<file path="config.mk">
export PLATFORM = sky130hd
export DESIGN_NAME = blank_spread_calc
export DESIGN_NICKNAME = d
export VERILOG_FILES = /design/src/rtl/blank_spread_pkg.sv /design/src/rtl/bsc_divider.sv /design/src/rtl/bsc_pack.sv /design/src/rtl/blank_spread_calc.sv
export SDC_FILE = /design/constraint.sdc
export NUM_CORES = 1
export LEC_CHECK = 0
export BUFFER_PORTS_ARGS = -buffer_cell sky130_fd_sc_hd__buf_4
export CAP_MARGIN = 20
export CORE_ASPECT_RATIO = 0.7
export CORE_MARGIN = 3
export CORE_UTILIZATION = 39
export CTS_CLUSTER_DIAMETER = 30
export DETAILED_ROUTE_END_ITERATION = 10
export GPL_TIMING_DRIVEN = 1
export SLEW_MARGIN = 10
export SYNTH_ARGS = -nofsm -noshare
export SYNTH_HDL_FRONTEND = slang
export SYNTH_SLANG_ARGS = --single-unit
</file>
<file path="constraint.sdc">
create_clock -name clk -period 4.06 [get_ports clk]
set_input_delay 0.203 -clock clk [delete_from_list [all_inputs] [get_ports clk]]
set_output_delay 0.203 -clock clk [all_outputs]
set_load 0.02 [all_outputs]
</file>
<file path="src/rtl/blank_spread_pkg.sv">
package blank_spread_pkg;
  typedef enum logic [2:0] {
    ST_IDLE,
    ST_DIV1,
    ST_CHK2,
    ST_DIV2,
    ST_OUT
  } calc_state_t;
endpackage

</file>
<file path="src/rtl/bsc_divider.sv">
module bsc_divider #(
  parameter int DW = 17
) (
  input  logic          clk,
  input  logic          rst_n,
  input  logic          go,
  input  logic [DW-1:0] dividend,
  input  logic [DW-1:0] divisor,
  output logic          busy,
  output logic          done,
  output logic [DW-1:0] quotient,
  output logic [DW-1:0] remainder
);
  localparam int CW = $clog2(DW + 1);

  logic [DW:0]   acc;
  logic [DW-1:0] quo;
  logic [DW-1:0] dvs_q;
  logic [CW-1:0] cnt;
  logic [DW:0]   shifted;
  logic [DW:0]   diff;

  always_comb begin
    shifted = {acc[DW-1:0], quo[DW-1]};
    diff    = shifted - {1'b0, dvs_q};
  end

  always_ff @(posedge clk or negedge rst_n) begin
    if (!rst_n) begin
      acc   <= '0;
      quo   <= '0;
      dvs_q <= '0;
      cnt   <= '0;
      done  <= 1'b0;
    end else if (go) begin
      acc   <= '0;
      quo   <= dividend;
      dvs_q <= divisor;
      cnt   <= CW'(DW);
      done  <= 1'b0;
    end else if (cnt != '0) begin
      if (!diff[DW]) begin
        acc <= diff;
        quo <= {quo[DW-2:0], 1'b1};
      end else begin
        acc <= shifted;
        quo <= {quo[DW-2:0], 1'b0};
      end
      cnt  <= cnt - 1'b1;
      done <= (cnt == CW'(1));
    end else begin
      done <= 1'b0;
    end
  end

  assign busy      = (cnt != '0);
  assign quotient  = quo;
  assign remainder = acc[DW-1:0];

  // a finished division leaves a remainder below its divisor
  assert_rem_below_divisor_R3: assert property (@(posedge clk) disable iff (!rst_n)
    done |-> (remainder < dvs_q));
endmodule

</file>
<file path="src/rtl/bsc_pack.sv">
module bsc_pack #(
  parameter int DW      = 17,
  parameter int SEG_W   = 10,
  parameter int ADJ_W   = 6,
  parameter int CFG_W   = 48,
  parameter int SEG_LSB = 0,
  parameter int ADJ_LSB = 41
) (
  input  logic [SEG_W-1:0] base,
  input  logic [DW-1:0]    seg_add,
  input  logic [DW-1:0]    sub_add,
  output logic [SEG_W-1:0] seg,
  output logic [ADJ_W-1:0] adj,
  output logic             ovf,
  output logic [CFG_W-1:0] cfg
);
  localparam logic [DW:0]   SEG_LIM = (DW+1)'((1 << SEG_W) - 1);
  localparam logic [DW-1:0] ADJ_LIM = DW'((1 << ADJ_W) - 1);

  logic [DW:0] sum;
  logic        seg_sat;
  logic        adj_sat;

  always_comb begin
    sum     = {{(DW + 1 - SEG_W){1'b0}}, base} + {1'b0, seg_add};
    seg_sat = (sum > SEG_LIM);
    adj_sat = (sub_add > ADJ_LIM);
    seg     = seg_sat ? {SEG_W{1'b1}} : sum[SEG_W-1:0];
    adj     = adj_sat ? {ADJ_W{1'b1}} : sub_add[ADJ_W-1:0];
    ovf     = seg_sat | adj_sat;
    cfg     = '0;
    cfg[SEG_LSB +: SEG_W] = seg;
    cfg[ADJ_LSB +: ADJ_W] = adj;
  end
endmodule

</file>
<file path="src/rtl/blank_spread_calc.sv">
module blank_spread_calc
  import blank_spread_pkg::*;
#(
  parameter int BLANK_W = 17,
  parameter int SUB_W   = 7,
  parameter int LINE_W  = 7,
  parameter int SEG_W   = 10,
  parameter int ADJ_W   = 6,
  parameter int CFG_W   = 48,
  parameter int SEG_LSB = 0,
  parameter int ADJ_LSB = 41
) (
  input  logic               clk,
  input  logic               rst_n,
  input  logic               start,
  input  logic [BLANK_W-1:0] blank_cnt,
  input  logic [SUB_W-1:0]   sub_cnt,
  input  logic [LINE_W-1:0]  line_cnt,
  input  logic [SEG_W-1:0]   base_len,
  output logic               done,
  output logic [SEG_W-1:0]   seg_len,
  output logic [ADJ_W-1:0]   sub_adj,
  output logic [BLANK_W-1:0] leftover,
  output logic               overflow,
  output logic [CFG_W-1:0]   cfg_word
);
  localparam int PROD_W = SUB_W + LINE_W;

  calc_state_t        state;
  logic [SEG_W-1:0]   base_q;
  logic [SUB_W-1:0]   sub_q;
  logic [BLANK_W-1:0] q1_q, r1_q, q2_q, r2_q;

  logic [PROD_W-1:0]  prod;
  logic [BLANK_W-1:0] prod_ext, sub_ext;
  logic               cfg_bad;
  logic               div_go, div_busy, div_done;
  logic [BLANK_W-1:0] div_a, div_b, div_q, div_r;
  logic [SEG_W-1:0]   pk_seg;
  logic [ADJ_W-1:0]   pk_adj;
  logic               pk_ovf;
  logic [CFG_W-1:0]   pk_cfg;

  always_comb begin
    prod     = PROD_W'(sub_cnt) * PROD_W'(line_cnt);
    prod_ext = {{(BLANK_W - PROD_W){1'b0}}, prod};
    sub_ext  = {{(BLANK_W - SUB_W){1'b0}}, sub_q};
    cfg_bad  = (sub_cnt == '0) || (line_cnt == '0);
    div_go   = 1'b0;
    div_a    = blank_cnt;
    div_b    = prod_ext;
    if (state == ST_IDLE) begin
      div_go = start && !cfg_bad && (blank_cnt > prod_ext);
    end else if (state == ST_CHK2) begin
      div_a  = r1_q;
      div_b  = sub_ext;
      div_go = (r1_q > sub_ext);
    end
  end

  bsc_divider #(.DW(BLANK_W)) u_div (
    .clk       (clk),
    .rst_n     (rst_n),
    .go        (div_go),
    .dividend  (div_a),
    .divisor   (div_b),
    .busy      (div_busy),
    .done      (div_done),
    .quotient  (div_q),
    .remainder (div_r)
  );

  bsc_pack #(
    .DW(BLANK_W), .SEG_W(SEG_W), .ADJ_W(ADJ_W),
    .CFG_W(CFG_W), .SEG_LSB(SEG_LSB), .ADJ_LSB(ADJ_LSB)
  ) u_pack (
    .base    (base_q),
    .seg_add (q1_q),
    .sub_add (q2_q),
    .seg     (pk_seg),
    .adj     (pk_adj),
    .ovf     (pk_ovf),
    .cfg     (pk_cfg)
  );

  always_ff @(posedge clk or negedge rst_n) begin
    if (!rst_n) begin
      state    <= ST_IDLE;
      base_q   <= '0;
      sub_q    <= '0;
      q1_q     <= '0;
      r1_q     <= '0;
      q2_q     <= '0;
      r2_q     <= '0;
      done     <= 1'b0;
      seg_len  <= '0;
      sub_adj  <= '0;
      leftover <= '0;
      overflow <= 1'b0;
      cfg_word <= '0;
    end else begin
      done <= 1'b0;
      case (state)
        ST_IDLE: if (start) begin
          base_q <= base_len;
          sub_q  <= sub_cnt;
          q1_q   <= '0;
          r1_q   <= blank_cnt;
          if (cfg_bad) begin
            q2_q  <= '0;
            r2_q  <= blank_cnt;
            state <= ST_OUT;
          end else if (div_go) begin
            state <= ST_DIV1;
          end else begin
            state <= ST_CHK2;
          end
        end
        ST_DIV1: if (div_done) begin
          q1_q  <= div_q;
          r1_q  <= div_r;
          state <= ST_CHK2;
        end
        ST_CHK2: if (div_go) begin
          state <= ST_DIV2;
        end else begin
          q2_q  <= '0;
          r2_q  <= r1_q;
          state <= ST_OUT;
        end
        ST_DIV2: if (div_done) begin
          q2_q  <= div_q;
          r2_q  <= div_r;
          state <= ST_OUT;
        end
        ST_OUT: begin
          seg_len  <= pk_seg;
          sub_adj  <= pk_adj;
          leftover <= r2_q;
          overflow <= pk_ovf;
          cfg_word <= pk_cfg;
          done     <= 1'b1;
          state    <= ST_IDLE;
        end
        default: state <= ST_IDLE;
      endcase
    end
  end

  // the completion pulse lasts a single cycle
  assert_done_pulse_R8: assert property (@(posedge clk) disable iff (!rst_n)
    done |=> !done);

  // results hold while a calculation is under way
  assert_hold_busy_R8: assert property (@(posedge clk) disable iff (!rst_n)
    (state != ST_IDLE && state != ST_OUT) |=> ($stable(seg_len) && $stable(leftover)));

  // without saturation the segment never shrinks below its base
  assert_seg_floor_R2: assert property (@(posedge clk) disable iff (!rst_n)
    (done && !overflow) |-> (seg_len >= base_q));

  // the divider is idle whenever a new request can be accepted
  assert_idle_free_R9: assert property (@(posedge clk) disable iff (!rst_n)
    (state == ST_IDLE) |-> !div_busy);
endmodule

</file>
# Yosys cells after proc, flatten, opt, wreduce, memory -nomap -nowiden

Cells that the tools add are included.

$add $sub $neg: 3
Multipliers: 1
Magnitude comparators: 4
Eq/ne operators: 10
Multiplexer cells: 40
Bitwise gates (word level): 1
Reductions and logical operators: 15

Operators with widths:

| cell                                                 | number |
|---|---|
| two-way mux 17 bit                                   | 17 |
| one-hot mux 17 bit (3 select lines)                  | 2 |
| one-hot mux 17 bit (2 select lines)                  | 2 |
| two-way mux 14 bit                                   | 2 |
| adder 10 x 17 -> 18 bit                              | 1 |
| > comparator 18 x 10 -> 1 bit, second input constant | 1 |
| subtractor 18 x 17 -> 18 bit                         | 1 |
| > comparator 17 x 14 -> 1 bit                        | 1 |
| > comparator 17 x 6 -> 1 bit, second input constant  | 1 |
| > comparator 17 x 7 -> 1 bit                         | 1 |
| two-way mux 3 bit                                    | 5 |
| logical NOT 7 bit                                    | 2 |
| multiplier 7 x 7 -> 14 bit                           | 1 |
| one-hot mux 3 bit (4 select lines)                   | 1 |
| two-way mux 10 bit                                   | 1 |
| two-way mux 5 bit                                    | 2 |
| == test 3 x 2 -> 1 bit, second input constant        | 2 |
| two-way mux 1 bit                                    | 6 |
| two-way mux 6 bit                                    | 1 |
| != test 2 bit, second input constant                 | 3 |
| AND reduction 3 bit                                  | 2 |
| == test 5 x 1 -> 1 bit, second input constant        | 1 |
| AND reduction 5 bit                                  | 1 |
| nonzero test 5 bit                                   | 1 |
| other kinds (13)                                     | 16 |

Register bits after elaboration: 196
Bits of input ports: 44
Word-level logic and storage cells: 92

# Depth between registers and ports, before layout

Gate-level depths: netlist (run 1).

Word-level depth: 10
Depth in mapped cells: 28
Gate-level depth less buffers: 25

# Modules after synthesis

From an unflattened synthesis (run 1), not the netlist that was laid out.

Cells, all modules: 1373
Area, all modules: 14217.4 µm²

By module, submodules not included:

| module            | times used | cells an instance | area an instance (µm²) |
|---|---|---|---|
| blank_spread_calc | 1          | 830               | 9609.2 |
| bsc_divider       | 1          | 385               | 3477.1 |
| bsc_pack          | 1          | 158               | 1131.1 |

# Worst setup path after synthesis (run 1)

Ideal clock, no wire load.

Kind: input-to-reg
Start: in sub_cnt[5]
End: reg u_div.acc[10]
Arrival: 6266 ps
Setup slack: -2348 ps
Stages on the path: 26
Cells stage by stage: clkbuf_1 > and2_1 > fa_1 > inv_1 > fa_1 > inv_1 > fa_1 > inv_1 > fa_1 > inv_1 > ha_1 > nand3_1 > a21oi_1 > o31a_1 > o21ai_0 > nand2b_1 > xnor2_1 > ha_1 > nand2_1 > or3_1 > a32oi_1 > a31oi_1 > or4_4 > a2111oi_4 > buf_2 > a211oi_1

Word-level cells in the longest chain between the ends: 7

Ends and longest elaborated chain:

| what                                                                                  | line                    | source |
|---|---|---|
| start, declared                                                                       | blank_spread_calc.sv:17 | `input logic [SUB_W-1:0] sub_cnt,` |
| parallel branches: the longest is 4 deep, another holds > comparator 17 x 14 -> 1 bit | n/a                     |  |
| logical AND 1 bit *                                                                   | blank_spread_calc.sv:53 | `div_go = start && !cfg_bad && (blank_cnt > prod_ext);` |
| two-way mux 1 bit *                                                                   | blank_spread_calc.sv:52 | `if (state == ST_IDLE) begin` |
| two-way mux 17 bit / nonzero test 2 bit (equally long branches)                       | n/a                     |  |
| end signal, assigned                                                                  | bsc_divider.sv:43       | `acc <= diff;` |
| end signal, assigned                                                                  | bsc_divider.sv:46       | `acc <= shifted;` |
| end, declared                                                                         | bsc_divider.sv:16       | `logic [DW:0] acc;` |

Mark *: on every way between the ends.
A chain may end at the register's enable or synchronous reset.

# Worst setup path after layout (run 1)

Start: in sub_cnt[3]
End: reg u_div.dvs_q[1]

Word-level cells in the longest chain between the ends: 6

Ends and longest elaborated chain:

| what                                                                                  | line                    | source |
|---|---|---|
| parallel branches: the longest is 4 deep, another holds > comparator 17 x 14 -> 1 bit | n/a                     |  |
| logical AND 1 bit *                                                                   | blank_spread_calc.sv:53 |  |
| two-way mux 1 bit *                                                                   | blank_spread_calc.sv:52 |  |
| end signal, assigned                                                                  | bsc_divider.sv:38       | `dvs_q <= divisor;` |
| end, declared                                                                         | bsc_divider.sv:18       | `logic [DW-1:0] dvs_q;` |

Marks and branches as above.

==> metrics.cfg, run 1 <==
[clock_network]
htreeDepth = 4
root_buffer = clkbuf_16
cts.reportedPaths.clkPinSlew_ns = 0.07
clk_path_buf_depth = 2
cts_tree = yes
cts_buffers = 17
clock_latency_ns = 0.43
clock_sinks = 177

[sta]
fin_crit_sh_pct = 144
hold_viol_final = 0
tightest_slew_ns = 0.905
final.setup_skew_ns = 0.0125
rsz0062_at_grt = true
maxSlewViolCount = 0
setup_tns_ns = -97.35
max-slew-margin-rel_pct = 39.6
setup_viol = 56
max_freq_ghz = 0.171
fin_ws_ns = -1.80
final.min_clock_period_ns = 5.86

[synth]
synth-edff-count = 0
yosys_most_used_dff = dfrtp_1
synth_sequential_area_ratio_pct = 37.9
ys_warn_count = 0
synth_area_um2 = 11700
synth_cell_types = 66
syn_inst = 1178
async_flop_share_pct = 100
postSynthAreaPerCell_um2 = 9.93
synth-seq-cells = 177

[critical_path]
cp_max_fo = 5
arrival_ns = 6.19
r2r-start = u_div.acc[4]$_DFFE_PN0P_
r2r_cells = 10
end_kind = flip-flop
ff2ff_setup_slack_ns = 0.61
reg2reg_to = u_div.acc[3]$_DFFE_PN0P_
start_kind = input port
critical_path.endpoint = u_div.dvs_q[1]$_DFFE_PN0N_
crit_start = sub_cnt[3]
path_class = input port to flip-flop
cp_data_required_time_ns = 4.39

[placed_design]
dp_hpwl_um = 22500
dpl-instance-area_um2 = 13200
routabilityCongestion = 0.849
io_buffers = 94

[power_and_ir_drop]
leakage_nw = 6.73
p_per_area_nw_per_um2 = 837
ir_drop_mv = 0.398

[run_status]
violations = setup timing
outcome = complete, but fails checks

[grt]
grt-busiest-layer = met2
use_met2_pct = 29.8
grt_max_degree = 96
grt_first_pass_wirelength_um = 47700
grt_pass1_vias = 8955
antenna_found_initial = 0
grt_use_met1_pct = 27.4
grt.total_usage_pct = 18.9
grtUsageMet3_pct = 2.84
grt-ovfl-total = 0

[cells_and_area]
layout_common_cells = buf_4 (177), dfrtp_1 (176), nand2_1 (118)
nets = 1475
area_delta_synth_final_pct = 20.9
final_cell_area_um2 = 14100
mostFrequentLayoutCell = buf_4
num_antenna_cells = 0
drive_above_1_share_pct = 24.7

[route]
drc_errors = 0
vias = 9088
routed_wl_um = 30000
viasPerCell = 5.29
ant_nets = 0
wl_per_cell_um = 17.5
drtPass1Iterations = 5
drt-initial-drc-count = 566

[floorplanning]
core_area_um2 = 29200
die_x_um = 213
dieArea_um2 = 32100
ios = 127
fp.dieH_um = 151
start_util_pct = 40.1
core.rowCount = 52

[run]
drv_cap = 0

[min_path]
hp-start = base_len[5]
min_path_type = input port to flip-flop

## routing by layer
layer  vias up  share of wire, %
li1       4361                 -
met1      4495                49
met2       211                46
met3        21               4.0
met4         0              0.98
met5         -                 0
## state kept, by name, summed over array words and instances, names as in the netlist
name / flops
base_q: 10
cfg_word: 1
done: 1
leftover: 17
overflow: 1
q1_q: 17
q2_q: 17
r1_q: 17
r2_q: 17
seg_len: 9
state: 3
sub_adj: 6
sub_q: 7
u_div.acc: 17
u_div.cnt: 5
u_div.done: 1
u_div.dvs_q: 14
u_div.quotient: 17
## critical path, cell delays in order
cell and delay [ns]:
buf_6 0.09, and2_4 0.15, fa_1 0.52, inv_1 0.05
fa_1 0.48, inv_1 0.05, fa_1 0.47, inv_1 0.05
fa_1 0.49, inv_2 0.05, ha_4 0.22, nand3_2 0.07
nand2_2 0.06, o31a_1 0.29, buf_4 0.14, a21o_1 0.17
ha_1 0.29, nand4_1 0.14, or3_4 0.41, a32oi_2 0.20
a21oi_1 0.10, or4_4 0.55, a2111o_1 0.51, buf_6 0.19
a221oi_4 0.26
## through the flow
| stage | hold slack (ns) | worst slack (ns) | instances | util, % | power [mW] |
|---|---|---|---|---|---|
| floorplan | -0.0926 | -1.92 | 1209 | - | 7.95 |
| global placement | 0.370 | -2.21 | 1662 | 45.1 | 9.71 |
| detailed placement | 0.364 | -2.31 | 1663 | 45.1 | 9.87 |
| CTS | 0.00125 | -1.81 | 1712 | 48.0 | 11.7 |
| global route | 0.00515 | -1.98 | 1717 | 48.4 | 12.8 |
| finish | 0.0178 | -1.80 | 1717 | 48.4 | 11.8 |
## cell type report
cell class / count / area, um^2
clock buffers: 19 / 433
clock inverters: 13 / 178
fillers: 2690 / 15100
inverters: 61 / 229
multi-input cells: 869 / 6780
flip-flops and latches: 177 / 4430
well taps: 378 / 473
repair buffers: 200 / 1620
## logic make-up after synthesis
| group | Yosys count | share of synthesized area (%) |
|---|---|---|
| AO/OA/AOI/OAI | 224 | 13.0 |
| multiplexers | 148 | 13.1 |
| AND/OR/NAND/NOR | 325 | 13.5 |
| other | 1 | 0.0321 |
| buffers and inverters | 163 | 6.94 |
| flip-flops | 177 | 37.9 |
| adder cells (fa/ha/maj) | 105 | 12.9 |
| XOR/XNOR | 35 | 2.62 |
## worst min-delay path by stage
stage	endpoint	slack (ns)	cells past startpoint
finish	base_q[5]$_DFFE_PN0P_	0.02	2
CTS	base_q[5]$_DFFE_PN0P_	0.001	2
detailed placement	leftover[7]$_DFFE_PN0P_	0.36	1
floorplan	base_q[0]$_DFFE_PN0P_	-0.09	0
global placement	leftover[7]$_DFFE_PN0P_	0.37	1
global route	base_q[5]$_DFFE_PN0P_	0.005	2
## repair_timing
item	CTS	global route
resized for setup	15	16
endpoints found under the hold margin	101	2
pin swaps	10	14
buffers inserted	8	4
endpoints found under the setup margin	56	56
gates cloned	1	0
hold buffers	8	2
## power by group
group | internal [mW] | switching (mW) | total (mW)
combinational | 3.20 | 3.54 | 6.73
clock | 0.983 | 0.726 | 1.71
sequential | 2.61 | 0.797 | 3.40
total | 6.79 | 5.06 | 11.8
## synthesized netlist by cell type (all sizes together) (5+ instances only)
master	count	area share, %
a211oi	16	1.0
a21bo	17	1.5
a21o	8	0.51
a21oi	38	1.7
a221oi	8	0.97
a31oi	16	0.86
and2	41	2.2
buf	57	3.5
clkbuf	45	1.4
dfrtp	177	38
fa	26	4.4
ha	79	8.4
inv	61	2.0
mux2	45	4.3
mux2i	103	8.8
nand2	121	3.9
nand2b	8	0.43
nand3	13	0.56
nand4	25	1.3
nor2	66	2.1
nor2b	11	0.59
nor3	9	0.38
nor3b	5	0.32
nor4	8	0.56
o211ai	5	0.32
o21a	8	0.51
o21ai	79	3.4
o22a	6	0.45
or3	6	0.32
xnor2	23	1.7
xor2	12	0.90
Power figures use the tool's default switching activity.
==> run 2, diff against run 1 <==
--- a/config.mk
+++ b/config.mk
@@ -13,6 +13,7 @@
 export CTS_CLUSTER_DIAMETER = 30
 export DETAILED_ROUTE_END_ITERATION = 10
 export GPL_TIMING_DRIVEN = 1
+export SETUP_SLACK_MARGIN = 0.2
 export SLEW_MARGIN = 10
 export SYNTH_ARGS = -nofsm -noshare
 export SYNTH_HDL_FRONTEND = slang
==> metrics.cfg, run 2 (synthesis gave the netlist of run 1 again) <==
[sta]
fin_ws_ns = -1.80  ; +0.00846 ns
final.min_clock_period_ns = 5.86  ; -0.00846 ns
maxSlewViolCount = 0  ; unchanged
max-slew-margin-rel_pct = 39.7  ; +0.086 points
fin_crit_sh_pct = 144  ; -0.21 points
setup_tns_ns = -96.87  ; +0.479 ns
rsz0062_at_grt = true
max_freq_ghz = 0.171  ; +0.14%
tightest_slew_ns = 0.904  ; -0.00129 ns
hold_viol_final = 0  ; unchanged
fin_hold_ws_ns = 0.0188  ; +0.000989 ns
final.setup_skew_ns = 0.0123  ; -0.000155 ns
setup_viol = 56  ; unchanged

[critical_path]
r2r-start = u_div.acc[4]$_DFFE_PN0P_
ff2ff_setup_slack_ns = 0.64  ; +0.03 ns
slowest_stage = or4_4
end_kind = flip-flop
path_buf_inv = 6  ; -1
cp_data_required_time_ns = 4.39  ; about the same
crit_family = adder cells
start_kind = input port
critical_path.endpoint = u_div.dvs_q[1]$_DFFE_PN0N_
r2r_cells = 10  ; unchanged
slowest_delay_ns = 0.56  ; about the same
path_class = input port to flip-flop
cpMostUsedCell = fa_1
reg2reg_to = u_div.acc[4]$_DFFE_PN0P_
cp_max_fo = 5  ; unchanged
arrival_ns = 6.18  ; about the same
worst-path-stages = 26  ; +4.0%
crit_start = sub_cnt[3]

[clock_network]
clock_sinks = 177  ; unchanged
clk_path_buf_depth = 2  ; unchanged
htreeDepth = 4  ; unchanged
cts.reportedPaths.clkPinSlew_ns = 0.07  ; about the same
cts_buffers = 17  ; unchanged
root_buffer = clkbuf_16
cts_tree = yes
clock_latency_ns = 0.43  ; about the same

[route]
wl_per_cell_um = 17.4  ; -0.24%
routed_wl_um = 30000  ; -0.12%
drc_errors = 0  ; unchanged
viasPerCell = 5.25  ; -0.78%
ant_nets = 0  ; unchanged
drtPass1Iterations = 5  ; unchanged
vias = 9028  ; -0.66%
drt-initial-drc-count = 571  ; +0.88%

[floorplanning]
ios = 127  ; unchanged
fp.dieH_um = 151  ; unchanged
start_util_pct = 40.1  ; unchanged
die_x_um = 213  ; unchanged
dieArea_um2 = 32100  ; unchanged
core_area_um2 = 29200  ; unchanged
core.rowCount = 52  ; unchanged

[power_and_ir_drop]
power_mw = 11.9  ; +0.12%
leakage_nw = 6.74  ; +0.18%
ir_drop_mv = 0.397  ; -0.33%
p_per_area_nw_per_um2 = 837  ; about the same

[grt]
grt_max_degree = 96  ; unchanged
grt-ovfl-total = 0  ; unchanged
grt_pass1_vias = 8955  ; unchanged
grt_first_pass_wirelength_um = 47700  ; unchanged
antenna_found_initial = 0  ; unchanged
grt.total_usage_pct = 18.9  ; unchanged

[placed_design]
io_buffers = 94  ; unchanged
dp_hpwl_um = 22500  ; unchanged
routabilityCongestion = 0.849  ; unchanged

[cells_and_area]
nets = 1476  ; +0.068%
area_delta_synth_final_pct = 21.2
drive_above_1_share_pct = 24.8  ; +0.056 points
final_util_pct = 48.5  ; +0.090 points
layout_common_cells = buf_4 (178), dfrtp_1 (176), nand2_1 (118)
mostFrequentLayoutCell = buf_4

[run_status]
violations = setup timing
outcome = complete, but fails checks

[run]
drv_cap = 0  ; unchanged

[min_path]
min_path_type = input port to flip-flop

[run 2: changes by cell type in the layout (fill, tap and decap cells not counted)]
cell       before  now
buf_12          4    5
buf_4         177  178
buf_6           8    7
bufbuf_16       0    1
clkbuf_16      18   17
diode_2         0    1
[run 2: report_power, final]
| part | switching (mW) | internal [mW] | leakage [nW] |
|---|---|---|---|
| sequential | 0.801 | 2.61 | 2.14 |
| combinational | 3.53 | 3.21 | 4.30 |
| clock | 0.726 | 0.983 | 0.299 |
[run 2: per-stage QoR]
step | area, um^2 | instances | setup WS (ns)
after floorplan | 11900 | 1209 | -1.92
after global placement | 13200 | 1662 | -2.21
after detailed placement | 13200 | 1663 | -2.31
after CTS | 14000 | 1712 | -1.81
after global routing | 14200 | 1718 | -1.98
final | 14200 | 1719 | -1.80
[run 2: timing repair]
action,CTS,global route
buffers inserted,8,4
hold buffers,8,2
hold endpoints to repair,101,2
endpoints found under the setup margin,56,56
pin swaps,10,14
gates resized for setup,15,14
gates cloned,1,0
[run 2: worst min path at each step]
stage | start | end | slack, ns | depth (start not counted)
2_1_floorplan | rst_n | base_q[0]$_DFFE_PN0P_ | -0.09 | 0
3_3_place_gp | rst_n | leftover[7]$_DFFE_PN0P_ | 0.37 | 1
3_5_place_dp | rst_n | leftover[7]$_DFFE_PN0P_ | 0.36 | 1
4_1_cts | base_len[5] | base_q[5]$_DFFE_PN0P_ | 0.001 | 2
5_1_grt | base_len[5] | base_q[5]$_DFFE_PN0P_ | 0.005 | 2
6_report | base_len[5] | base_q[5]$_DFFE_PN0P_ | 0.02 | 2
[run 2: routing by layer]
| layer | vias up | track usage (%) | share of wire [%] |
|---|---|---|---|
| li1 | 4364 | - | - |
| met2 | 188 | 29.8 | 45 |
| met1 | 4454 | 27.4 | 49 |
| met3 | 22 | 2.84 | 4.2 |
| met5 | - | 0 | 0 |
| met4 | 0 | 4.15 | 1.0 |
[run 2: final cells by class]
cell class	count	area, um^2
Fill cell	2687	15000
Multi-Input combinational cell	869	6780
Sequential cell	177	4430
Timing Repair Buffer	201	1650
Tap cell	378	473
Clock buffer	19	433
Inverter	61	229
Clock inverter	13	178
Antenna cell	1	2.50
==> run 3, diff against run 2 <==
--- a/config.mk
+++ b/config.mk
@@ -9,7 +9,7 @@
 export CAP_MARGIN = 20
 export CORE_ASPECT_RATIO = 0.7
 export CORE_MARGIN = 3
-export CORE_UTILIZATION = 39
+export CORE_UTILIZATION = 35
 export CTS_CLUSTER_DIAMETER = 30
 export DETAILED_ROUTE_END_ITERATION = 10
 export GPL_TIMING_DRIVEN = 1
==> metrics.cfg, run 3 (synthesis gave the netlist of run 1 again) <==
[run_status]
outcome = complete, but fails checks
violations = setup timing

[placed_design]
dpl-instance-area_um2 = 13200  ; +0.28%
io_buffers = 94  ; unchanged
routabilityCongestion = 0.868  ; +2.2%
dp_hpwl_um = 22700  ; +0.86%

[sta]
final.min_clock_period_ns = 5.81  ; -0.0479 ns
setup_viol = 56  ; unchanged
fin_crit_sh_pct = 143  ; -1.2 points
fin_hold_ws_ns = 0.0855  ; +0.0666 ns
maxSlewViolCount = 0  ; unchanged
max_freq_ghz = 0.172  ; +0.82%
tightest_slew_ns = 0.867  ; -0.0375 ns
hold_viol_final = 0  ; unchanged
max-slew-margin-rel_pct = 42.2  ; +2.5 points
final.setup_skew_ns = 0.0143  ; +0.00202 ns
fin_ws_ns = -1.75  ; +0.0479 ns
rsz0062_at_grt = true

[floorplanning]
die_x_um = 225  ; +5.4%
core.rowCount = 55  ; +5.8%
start_util_pct = 35.9  ; -4.2 points
core_area_um2 = 32600  ; +12%
dieArea_um2 = 35700  ; +11%
fp.dieH_um = 159  ; +5.3%
ios = 127  ; unchanged

[critical_path]
arrival_ns = 6.11  ; -0.07 ns
slowest_delay_ns = 0.56  ; about the same
crit_family = adder cells
cpMostUsedCell = fa_1
end_kind = flip-flop
cp_data_required_time_ns = 4.37  ; -0.02 ns
path_class = input port to flip-flop
slowest_stage = or4_4
cp_max_fo = 7  ; +2
start_kind = input port
path_buf_inv = 8  ; +2

[clock_network]
cts_tree = yes
htreeDepth = 4  ; unchanged
clock_latency_ns = 0.44  ; about the same
cts.reportedPaths.clkPinSlew_ns = 0.07  ; about the same
clk_path_buf_depth = 2  ; unchanged
clock_sinks = 177  ; unchanged
root_buffer = clkbuf_16
cts_buffers = 17  ; unchanged

[route]
drtPass1Iterations = 5  ; unchanged
vias = 8984  ; -0.49%
ant_nets = 0  ; unchanged
viasPerCell = 5.08  ; -3.2%
wl_per_cell_um = 17.3  ; -0.83%
drc_errors = 0  ; unchanged
routed_wl_um = 30600  ; +1.9%
drt-initial-drc-count = 645  ; +13%

[power_and_ir_drop]
p_per_area_nw_per_um2 = 845  ; +1.0%
leakage_nw = 6.76  ; +0.37%
ir_drop_mv = 0.397  ; about the same
power_mw = 12.1  ; +1.9%

[grt]
antenna_found_initial = 0  ; unchanged
grt.total_usage_pct = 16.9  ; -1.9 points
grt_first_pass_wirelength_um = 48500  ; +1.5%
grt-ovfl-total = 0  ; unchanged
grt_max_degree = 90  ; -6.3%
grt_pass1_vias = 8815  ; -1.6%

[cells_and_area]
final_cell_area_um2 = 14300  ; +0.81%
area_delta_synth_final_pct = 22.1
drive_above_1_share_pct = 25.6  ; +0.82 points
num_antenna_cells = 0  ; -1
nets = 1477  ; +0.068%
layout_common_cells = dfrtp_1 (176), buf_4 (174), nand2_1 (118)
regArea_um2 = 4430  ; unchanged
mostFrequentLayoutCell = dfrtp_1
multi_input_area_um2 = 6800  ; +0.33%
fillers = 3126  ; +16%

[run]
drv_cap = 0  ; unchanged

[min_path]
min_path_type = input port to flip-flop

-- run 3: what timing repair did --
item                       in CTS  in global routing
hold endpoints to repair       95                  2
buffers inserted                2                  5
setup endpoints to repair      56                 56
gates cloned                    1                  5
pin swaps                       3                  1
gates resized for setup        11                 29
hold buffers                    9                  2
-- run 3: layer usage --
layer / track usage [%] / share of wire [%]
met2: 25.3 / 43
met3: 2.64 / 4.4
met1: 25.9 / 51
met5: 0 / 0
met4: 3.29 / 0.81
-- run 3: through the flow --
| stage | instances | setup WS, ns | setup TNS (ns) | util, % |
|---|---|---|---|---|
| after CTS | 1755 | -1.72 | -91.23 | 42.9 |
| after global routing | 1767 | -1.97 | -106.58 | 43.8 |
| after floorplan | 1209 | -1.92 | -102.19 | - |
| after detailed placement | 1712 | -2.21 | -118.76 | 40.5 |
| final | 1767 | -1.75 | -93.79 | 43.8 |
| after global placement | 1712 | -2.13 | -115.37 | 40.5 |
-- run 3: worst register-to-register path: stages, from the launching register on --
cell      delay (ns)
dfrtp_1         0.44
ha_1            0.36
o21a_1          0.21
o21ai_0         0.36
o32ai_1         0.16
a211o_1         0.34
a31oi_1         0.46
xnor2_2         0.16
buf_4           0.29
mux2i_1         0.23
nor2_1          0.07
a211oi_2        0.23
-- run 3: final timing paths --
| check | startpoint | end | slack (ns) | cells after the start |
|---|---|---|---|---|
| max | line_cnt[3] | u_div.quotient[7]$_DFFE_PN0P_ | -1.75 | 26 |
| min | blank_cnt[0] | u_div.quotient[0]$_DFFE_PN0P_ | 0.09 | 3 |
| max reg2reg | u_div.acc[4]$_DFFE_PN0P_ | u_div.acc[0]$_DFFE_PN0P_ | 0.68 | 11 |
| min reg2reg | q2_q[3]$_DFFE_PN0P_ | q2_q[3]$_DFFE_PN0P_ | 0.49 | 1 |
| max in group asynchronous | rst_n | r1_q[4]$_DFFE_PN0P_ | 2.54 | 3 |
| min in group asynchronous | rst_n | leftover[8]$_DFFE_PN0P_ | 0.39 | 2 |
-- run 3: layout make-up --
cell class,instances,share of cell area [%]
inverter,61,1.60
tap,427,3.74
clock buffer,17,2.98
timing repair buffer,202,11.9
clock inverter,14,1.16
sequential,177,31.0
multi-input combinational,869,47.6
-- run 3: power by group --
part	total (mW)	internal [mW]	switching, mW
logic	7.00	3.35	3.66
clock network	1.66	0.875	0.788
registers	3.41	2.61	0.809
